<file path="src/rtl/cal_alarm.sv">
module cal_alarm #(
  parameter int DW = 16,
  parameter int AW = 4
) (
  input  logic          clk,
  input  logic          rst_n,
  input  logic          bus_wr,
  input  logic          bus_rd,
  input  logic [AW-1:0] bus_addr,
  input  logic [DW-1:0] bus_wdata,
  output logic [DW-1:0] bus_rdata,
  input  logic          tick,
  input  logic          trig,
  input  logic          lp_evt,
  input  logic [5:0]    now_sec,
  input  logic [5:0]    now_min,
  input  logic [4:0]    now_hour,
  input  logic [4:0]    now_dom,
  input  logic [2:0]    now_dow,
  input  logic [3:0]    now_mon,
  input  logic [6:0]    now_year,
  output logic          irq
);
  localparam int NF = 7;
  localparam logic [AW-1:0] A_EN  = AW'(0);
  localparam logic [AW-1:0] A_ST  = AW'(1);
  localparam logic [AW-1:0] A_MSK = AW'(2);
  localparam logic [AW-1:0] A_PND = AW'(3);
  localparam int            A_FLD = 8;
  localparam logic [NF-1:0][2:0] FW = {3'd7, 3'd4, 3'd3, 3'd5, 3'd5, 3'd6, 3'd6};

  logic [NF-1:0][DW-1:0] shd_q, act_q;
  logic [NF-1:0]         msk_q, fmatch;
  logic [6:0]            now_f [NF];
  logic en_al_q, en_os_q, en_lp_q, st_al_q, st_lp_q, pend_q;
  logic hit, al_set, st_clr;

  assign now_f[0] = {1'b0, now_sec};
  assign now_f[1] = {1'b0, now_min};
  assign now_f[2] = {2'b0, now_hour};
  assign now_f[3] = {2'b0, now_dom};
  assign now_f[4] = {4'b0, now_dow};
  assign now_f[5] = {3'b0, now_mon};
  assign now_f[6] = now_year;

  always_comb begin
    for (int i = 0; i < NF; i++) begin
      logic [6:0] fm;
      fm = 7'((8'd1 << FW[i]) - 8'd1);
      fmatch[i] = msk_q[i] | ((act_q[i][6:0] & fm) == now_f[i]);
    end
  end

  assign hit    = tick & (&fmatch);
  assign al_set = hit & en_al_q;
  assign st_clr = bus_rd && bus_addr == A_ST;

  always_ff @(posedge clk) begin
    if (!rst_n) begin
      shd_q   <= '0;
      act_q   <= '0;
      msk_q   <= '0;
      en_al_q <= 1'b0;
      en_os_q <= 1'b0;
      en_lp_q <= 1'b0;
      st_al_q <= 1'b0;
      st_lp_q <= 1'b0;
      pend_q  <= 1'b0;
    end else begin
      for (int i = 0; i < NF; i++)
        if (bus_wr && bus_addr == AW'(A_FLD + i)) shd_q[i] <= bus_wdata;
      if (trig) act_q <= shd_q;
      if (bus_wr && bus_addr == A_MSK) msk_q <= bus_wdata[NF-1:0];
      if (bus_wr && bus_addr == A_EN) begin
        en_al_q <= bus_wdata[0];
        en_os_q <= bus_wdata[2];
        en_lp_q <= bus_wdata[3];
      end
      if (al_set && en_os_q) en_al_q <= 1'b0;
      if (st_clr) begin
        st_al_q <= 1'b0;
        st_lp_q <= 1'b0;
      end
      if (al_set) st_al_q <= 1'b1;
      if (lp_evt) st_lp_q <= 1'b1;
      if (bus_wr && bus_addr == A_PND && bus_wdata[4]) pend_q <= 1'b0;
      if (al_set) pend_q <= 1'b1;
    end
  end

  always_comb begin
    bus_rdata = '0;
    case (bus_addr)
      A_EN:    bus_rdata = DW'({en_lp_q, en_os_q, 1'b0, en_al_q});
      A_ST:    bus_rdata = DW'({st_lp_q, 2'b0, st_al_q});
      A_MSK:   bus_rdata = DW'(msk_q);
      A_PND:   bus_rdata = DW'({pend_q, 4'b0});
      default: begin
        for (int i = 0; i < NF; i++)
          if (bus_addr == AW'(A_FLD + i)) bus_rdata = act_q[i];
      end
    endcase
  end

  assign irq = (st_al_q & en_al_q) | (st_lp_q & en_lp_q);
endmodule

</file>
<file path="config.mk">
export PLATFORM = sky130hd
export DESIGN_NAME = cal_alarm
export DESIGN_NICKNAME = d
export VERILOG_FILES = /design/src/rtl/cal_alarm.sv
export SDC_FILE = /design/constraint.sdc
export NUM_CORES = 1
export LEC_CHECK = 0
export BUFFER_PORTS_ARGS = -buffer_cell sky130_fd_sc_hd__buf_2
export CORE_MARGIN = 1
export CORE_UTILIZATION = 60
export DETAILED_ROUTE_END_ITERATION = 12
export MAX_ROUTING_LAYER = met4
export PLACE_DENSITY = 0.86
export REMOVE_ABC_BUFFERS = 1
export SYNTH_ARGS = -nofsm -noshare
export SYNTH_HDL_FRONTEND = slang
export SYNTH_SLANG_ARGS = --single-unit
</file>
<file path="constraint.sdc">
create_clock -name clk -period 2.9 [get_ports clk]
set_input_delay 0.58 -clock clk [delete_from_list [all_inputs] [get_ports clk]]
set_output_delay 0.58 -clock clk [all_outputs]
set_load 0.01 [all_outputs]
</file>
# Word-level counts from Yosys, hierarchy flattened

Cells that the tools add are included.

Flip-flop bits (word level): 237
Bits in latches: 0
Bits in writable memories: 0
ROM bits: 0
Bits of input ports: 63
Memories: 0

$add $sub $neg: 0
Multipliers: 0
Divide/modulo/power cells: 0
Magnitude comparators: 0
Equal/unequal tests: 17
Shifts and indexed selects: 0
Multiplexer cells: 13
Bitwise gates (word level): 13
Reduce and logical (&&, ||, !) cells: 19

Operator list:

| operator                                                         | count |
|---|---|
| 16-bit two-way mux                                               | 7 |
| 16-bit one-hot mux with 4 select lines                           | 1 |
| 4-bit == test (second input constant)                            | 7 |
| 1-bit logical AND                                                | 13 |
| 6-bit == test                                                    | 2 |
| 5-bit == test                                                    | 2 |
| 4-bit by 2-bit == test with 1-bit output (second input constant) | 2 |
| 1-bit OR                                                         | 8 |
| 7-bit == test                                                    | 1 |
| 7-bit AND reduction                                              | 1 |
| 2-bit nonzero test                                               | 3 |
| 1-bit two-way mux                                                | 5 |
| 1-bit bitwise AND                                                | 4 |
| 4-bit by 1-bit == test with 1-bit output (second input constant) | 1 |
| 4-bit == test                                                    | 1 |
| 4-bit logical NOT                                                | 1 |
| 3-bit == test                                                    | 1 |
| 2-bit OR reduction                                               | 1 |
| 1-bit inverter                                                   | 1 |

# Longest topological paths before layout

Gate-level depths: netlist of the first run.

Word-level depth: 9
Mapped depth: 8
Depth with buffers taken out: 5

# Least setup slack after synthesis of the first run

Ideal clock, no wire load.

Kind: input -> output
From: input bus_addr[0]
To: output bus_rdata[2]
Data arrival time: 1.894 ns
Required time: 2.320 ns
Setup slack: 0.426 ns
Cell stages on the path: 7
Cell sequence: buf_2 buf_2 mux4_1 nand2_1 o21ai_0 a21oi_1 o32ai_1

Longest elaborated chain between the ends: 9
Elaborated cells between the ends (all ways): 19
Those cells by class: 10 x eq/ne; 8 x mux; 1 x reduce/logical

Ends and longest elaborated chain:

| what                                     | RTL line | RTL |
|---|---|---|
| start: declaration                       | 9        | `input logic [AW-1:0] bus_addr,` |
| 4-bit == test                            | 100      | `if (bus_addr == AW'(A_FLD + i)) bus_rdata = act_q[i];` |
| 16-bit two-way mux (7 in a row)          | 100      |  |
| 16-bit one-hot mux with 4 select lines * | 93       | `case (bus_addr)` |
| end: declaration                         | 11       | `output logic [DW-1:0] bus_rdata,` |

Every way passes the cells marked *; elsewhere a longest branch is shown, timed or not.

# Worst setup path after layout of the first run

From: input bus_addr[0]
To: output bus_rdata[13]

Same word-level chain as after synthesis.

==> out/summary.txt, run 1 <==
Max Cap Viol: 0
Synth area leader: dfxtp_1
Final Max Slew Viols: 0
Post-CTS Setup Repair Bufs: 0
Slew Limit Headroom: 48.0%
Area growth from synthesis to layout: 14.5%
Netlist cell types: 44
Clock Path Buffers: 3
Dpl hpwl: 17.3 mm
Total GRT Usage: 29.7%
Via density: 5.73
Final Critical Period: 2.74 ns
Lkg Pwr: 4.58 nW
Std cell rows: 47
Gate Count Post-Synth: 1140
Initial core utilization: 61.9%
Critical path cell sequence: clkbuf_4 > buf_4 > mux2_2 > a22oi_1 > o211ai_1 > o21ai_0 > a31oi_1 > buf_2
Layout cells sized above 1: 14.6%
Clock Skew: 0.00732 ns
Total die area: 0.0178 mm2
DRT iter0 DRCs: 516
Dominant synthesized flop cell: dfxtp_1
GPL Wtd Cong: 0.972
EDFF count, synth: 0
DRC: 0
Vias in the first global route: 7817
TritonCTS Sinks: 237
Final core utilization: 70.9%
Worst path max stage delay: 0.35 ns
Kind of critical path: in -> out
Hold Fails Final Rpt: 0
Max VDD drop: 0.567 mV
Crit-path max FO: 16
First-pass DRT Iterations: 5
Setup TNS: 0 ns
Via count: 8216
Top cell type's share of synthesized area: 45.7%
Hold WC Path Type: in -> reg
Most frequent cell after synthesis: nand2_1
Port bufs: 79
Die height: 133 um
Ports: 80
Avg WL per Cell: 17.9 um
Synth top area cells: dfxtp_1 46%, mux2i_1 12%, nand2_1 9.8%
Worst Tran Pin Value: 0.778 ns
Crit-path leading delay family: buffers and inverters
CTS tree: done
Initial antenna violation count: 1
Syn Std Cell Area: 0.0104 mm2
Fmax: 0.365 GHz
Pwr per Cell Area: 594 mW/mm2
Clock Pin Slew Worst Setup and Hold Paths: 0.06 ns
Mapped Avg Cell Area: 9.10 um2
Final Cycle Share: 94.4%
Bufs and invs on worst path: 3
Final net count: 1260
Worst skew pair latency: 0.52 ns
RSZ-0062 raised after global routing: no
Grt total ovfl: 0
Setup Viol. Count Final: 0
CP Data Required Time: 2.32 ns
Die Span X: 133 um
Total Wirelength: 25.7 mm
First-pass GRT wire length: 40.6 mm
Commonest cells in the netlist: 272 x nand2_1, 237 x dfxtp_1, 128 x mux2i_1
Worst Path Arrival: 2.16 ns
Largest net degree at the start of global routing: 58
FF+latch count, synth: 237
Seq/Total Area, Yosys: 45.7%
Crit start category: input port
Total core area: 0.0168 mm2
Max H-tree Level: 1
Critical path's slowest cell: mux2_2
Asr flop ratio synth: 0%
CTS Root Cell: clkbuf_16
Outcome: finished clean
Synth warn: 0
TritonCTS buffer count: 25
Critical path capture point type: output port
Routed Antenna Nets: 0
==> sequential cells by signal (all words and copies together), names as in the netlist <==
register / flops
shd_q: 112
act_q: 112
en_os_q: 1
en_lp_q: 1
st_al_q: 1
st_lp_q: 1
msk_q: 7
pend_q: 1
en_al_q: 1
==> cell type report <==
cell class              instances  area (um2)
flip-flops and latches        237        4740
multi-input cells             819        5280
fillers                      1279        4880
diodes                          1        2.50
clock buffers                  30         674
inverters                       2        7.51
well taps                     220         275
clock inverters                12         169
repair buffers                112         729
==> timing repair <==
| item | 4_1_cts | 5_1_grt |
|---|---|---|
| endpoints found under the hold margin | 0 | 0 |
| setup endpoints to repair | 0 | 2 |
| hold buffers | 0 | 0 |
| resized for setup | 0 | 1 |
==> final timing paths <==
kind / startpoint / end / slack, ns / cells past startpoint
worst max-delay path: bus_addr[0] / bus_rdata[13] / 0.16 / 8
worst min-delay path: lp_evt / st_lp_q / 0.29 / 3
worst max register to register: act_q[5] / en_al_q / 0.92 / 5
worst min register to register: shd_q[53] / shd_q[53] / 0.46 / 2
==> worst reg2reg max path: stages (launching register included) <==
cell and delay, ns:
dfxtp_1 0.35, xor2_1 0.20, nor4_1 0.31, a31oi_1 0.13, or4_4 0.55, o311a_1 0.33
==> cell families after synthesis <==
family	synth area share, %
muxes	14.7
AOI/OAI and AO/OA	12.8
and+or+nand+nor	20.3
DFF	45.7
xor gates and xnor gates	3.04
buffers and inverters	3.43
==> metal layers <==
layer	track usage, %	vias to the layer above	wire length [um]
met5	-	-	0
met4	11.5	0	1010
met3	4.19	73	1550
met2	50.6	304	12500
met1	35.5	3893	10700
li1	-	3946	-
==> stage by stage <==
| step | total power, mW | hold WS, ns | instance area [um2] | setup WS [ns] | instances |
|---|---|---|---|---|---|
| 6_report | 7.06 | 0.289 | 11900 | 0.162 | 1433 |
| 5_1_grt | 7.25 | 0.305 | 11900 | 0.0845 | 1433 |
| 4_1_cts | 7.08 | 0.284 | 11900 | 0.0624 | 1432 |
| 3_5_place_dp | 3.83 | 0.456 | 11000 | 0.0746 | 1390 |
| 3_3_place_gp | 3.83 | 0.449 | 11000 | 0.150 | 1390 |
| 2_1_floorplan | 3.56 | 0.443 | 10000 | 0.275 | 1058 |
==> power by group <==
group          switching (mW)  internal, mW
registers              0.0200          3.29
clock network            1.29          2.00
logic                   0.262         0.199
total                    1.57          5.49
==> placed cells by master, fill, tap and decap left out, types with 16 or more instances in the layout <==
cell	Yosys	routed
mux2i_1	128	128
a21boi_0	112	112
nor2b_1	125	125
xnor2_1	17	17
dfxtp_1	237	237
buf_4	3	28
buf_2	23	76
clkbuf_16	0	25
nand2_1	272	272
xor2_1	19	19
nor2_1	21	21
o21ai_0	16	16
(Power assumes the default switching activity.)
==> inputs of run 2 (changes only) <==
--- a/config.mk
+++ b/config.mk
@@ -11,6 +11,7 @@
 export DETAILED_ROUTE_END_ITERATION = 12
 export MAX_ROUTING_LAYER = met4
 export PLACE_DENSITY = 0.86
+export RECOVER_POWER = 25
 export REMOVE_ABC_BUFFERS = 1
 export SYNTH_ARGS = -nofsm -noshare
 export SYNTH_HDL_FRONTEND = slang
==> run 2 against run 1 <==
  * The run now ends with capacitance limit, slew limit left
  * Worst hold slack worse by 0.0016 ns
  * Global-route usage unchanged
  * Via count down 0.28%
  * Total power about the same
  * Maximum frequency about the same
  * Combinational power about the same
  * Sequential power about the same
  * Clock skew about the same
  * First-iteration DRC count up 18%
  * Critical path depth unchanged
  * Critical path type unchanged
  * Critical endpoint unchanged
==> out/summary.txt, run 2 (synthesized netlist as in run 1, its figures left out) <==
Fmax: 0.365 GHz (about the same)
Initial core utilization: 61.9% (unchanged)
Top Registers: act_q (112), shd_q (112), msk_q (7)
Reg-to-Reg Start: act_q[5]
Dpl hpwl: 17.3 mm (unchanged)
CTS Root Cell: clkbuf_16
Bufs and invs on worst path: 3 (unchanged)
Grt total ovfl: 0 (unchanged)
Setup Viol. Count Final: 0 (unchanged)
Critical path's slowest cell: mux2_2
Lkg Pwr: 4.56 nW (-0.35%)
Hold Fails Final Rpt: 0 (unchanged)
Final Max Slew Viols: 47 (+47)
DRC: 0 (unchanged)
Layout cells sized above 1: 14.5% (-0.083 points)
Failing checks: capacitance limit, slew limit
Avg WL per Cell: 17.9 um (about the same)
Routed Antenna Nets: 0 (unchanged)
Pwr per Cell Area: 596 mW/mm2 (+0.33%)
CP Data Required Time: 2.32 ns (about the same)
DRT iter0 DRCs: 608 (+18%)
RSZ-0062 raised after global routing: no
Std cell rows: 47 (unchanged)
Outcome: finished, violations left
Critical path capture point type: output port
Crit-path leading delay family: buffers and inverters
Crit-path max FO: 16 (unchanged)
Die height: 133 um (unchanged)
Final net count: 1260 (unchanged)
Slew Limit Headroom: -11.1% (-59 points)
Area growth from synthesis to layout: 14.2%
TritonCTS buffer count: 25 (unchanged)
Most common cell after layout, fill and taps aside: nand2_1
Critical path cell sequence: clkbuf_4 > buf_4 > mux2_2 > a22oi_1 > o211ai_1 > o21ai_0 > a31oi_1 > buf_2
Hold Path Cell Cnt: 3 (unchanged)
Hold_sp: lp_evt
Kind of critical path: in -> out
Total Wirelength: 25.7 mm (about the same)
Clock Pin Slew Worst Setup and Hold Paths: 0.06 ns (about the same)
Max Cap Viol: 1 (+1)
Clock Path Buffers: 3 (unchanged)
Clock Skew: 0.00738 ns (+0.0000583 ns)
TritonCTS Sinks: 237 (unchanged)
Multi-input logic area: 0.00528 mm2 (unchanged)
Via count: 8193 (-0.28%)
First-pass DRT Iterations: 5 (unchanged)
Final Critical Period: 2.74 ns (+0.00134 ns)
FF-to-FF path depth: 5 (unchanged)
CTS tree: done
Worst skew pair latency: 0.52 ns (about the same)
Largest net degree at the start of global routing: 58 (unchanged)
Crit start category: input port
Via density: 5.72 (-0.28%)
Vias in the first global route: 7817 (unchanged)
Setup TNS: 0 ns (unchanged)
Port bufs: 79 (unchanged)
First-pass GRT wire length: 40.6 mm (unchanged)
Initial antenna violation count: 1 (unchanged)
GPL Wtd Cong: 0.972 (unchanged)
Total core area: 0.0168 mm2 (unchanged)
Hold WC Path Type: in -> reg
Post-CTS Setup Repair Bufs: 0 (unchanged)
Pre-CTS WS: 0.0746 ns (unchanged)
Reg area: 0.00474 mm2 (unchanged)
Most frequent cells in the layout: 272 x nand2_1, 237 x dfxtp_1, 128 x mux2i_1
FILL cells: 1285 (+0.47%)
R2R setup slack: 0.92 ns (about the same)
Min-Delay Endpoint: st_lp_q
Final Cycle Share: 94.5% (about the same)
Worst Path Arrival: 2.16 ns (about the same)
R2R Path End: en_al_q
Total GRT Usage: 29.7% (unchanged)
Max VDD drop: 0.569 mV (+0.28%)
Worst path max stage delay: 0.35 ns (about the same)
Ports: 80 (unchanged)
Max H-tree Level: 1 (unchanged)
Die Span X: 133 um (unchanged)
Worst setup margin: 0.161 ns (-0.00134 ns)
Worst Tran Pin Value: 1.67 ns (+0.888 ns)
Total die area: 0.0178 mm2 (unchanged)
[run 2: cell types whose count changed in the layout (fill, tap and decap cells not counted)]
cell and change:
buf_6 -1, buf_12 -2, clkbuf_1 +1, buf_4 -1, clkbuf_2 +3
[run 2: area by class of cell]
type / instances / share of cell area (%)
diodes: 1 / 0.0211
inverters: 2 / 0.0634
multi-input cells: 819 / 44.6
flip-flops and latches: 237 / 40.1
clock buffers: 30 / 5.69
well taps: 220 / 2.32
clock inverters: 12 / 1.43
repair buffers: 112 / 5.82
[run 2: stage by stage]
stage / instances / power [mW] / util (%) / instance area (um2) / hold slack (ns)
detailed placement: 1390 / 3.83 / 65.8 / 11000 / 0.456
finish: 1433 / 7.06 / 70.7 / 11800 / 0.288
floorplan: 1058 / 3.56 / - / 10000 / 0.443
global route: 1433 / 7.25 / 70.7 / 11800 / 0.305
global placement: 1390 / 3.83 / 65.8 / 11000 / 0.449
CTS: 1432 / 7.08 / 70.9 / 11900 / 0.284
[run 2: where the power goes]
part / switching, mW / internal [mW]
clock: 1.29 / 2.00
combinational: 0.261 / 0.199
sequential: 0.0200 / 3.29
total: 1.57 / 5.49
[run 2: tightest hold or removal path, stage by stage]
cell and delay [ns]:
buf_2 0.08, a21oi_1 0.03, nor2b_1 0.09
[run 2: worst max path at each step]
stage / slack, ns / depth (start not counted) / end / startpoint
after floorplan: 0.28 / 5 / bus_rdata[11] / bus_addr[3]
after global placement: 0.15 / 8 / bus_rdata[12] / bus_addr[0]
after detailed placement: 0.07 / 8 / bus_rdata[13] / bus_addr[0]
after CTS: 0.06 / 8 / bus_rdata[13] / bus_addr[0]
after global routing: 0.08 / 9 / bus_rdata[5] / bus_addr[0]
final: 0.16 / 8 / bus_rdata[13] / bus_addr[0]
[run 2: routing by layer]
metal	vias up	share of wire (%)	global-route usage (%)
met5	-	0	-
met4	0	4.0	11.5
met3	73	6.7	4.19
met2	299	49	50.6
met1	3880	41	35.5
li1	3941	-	-
[run 2: repair_timing]
action                     CTS  global route
setup endpoints to repair    0             2
hold buffers                 0             0
resized for setup            0             1
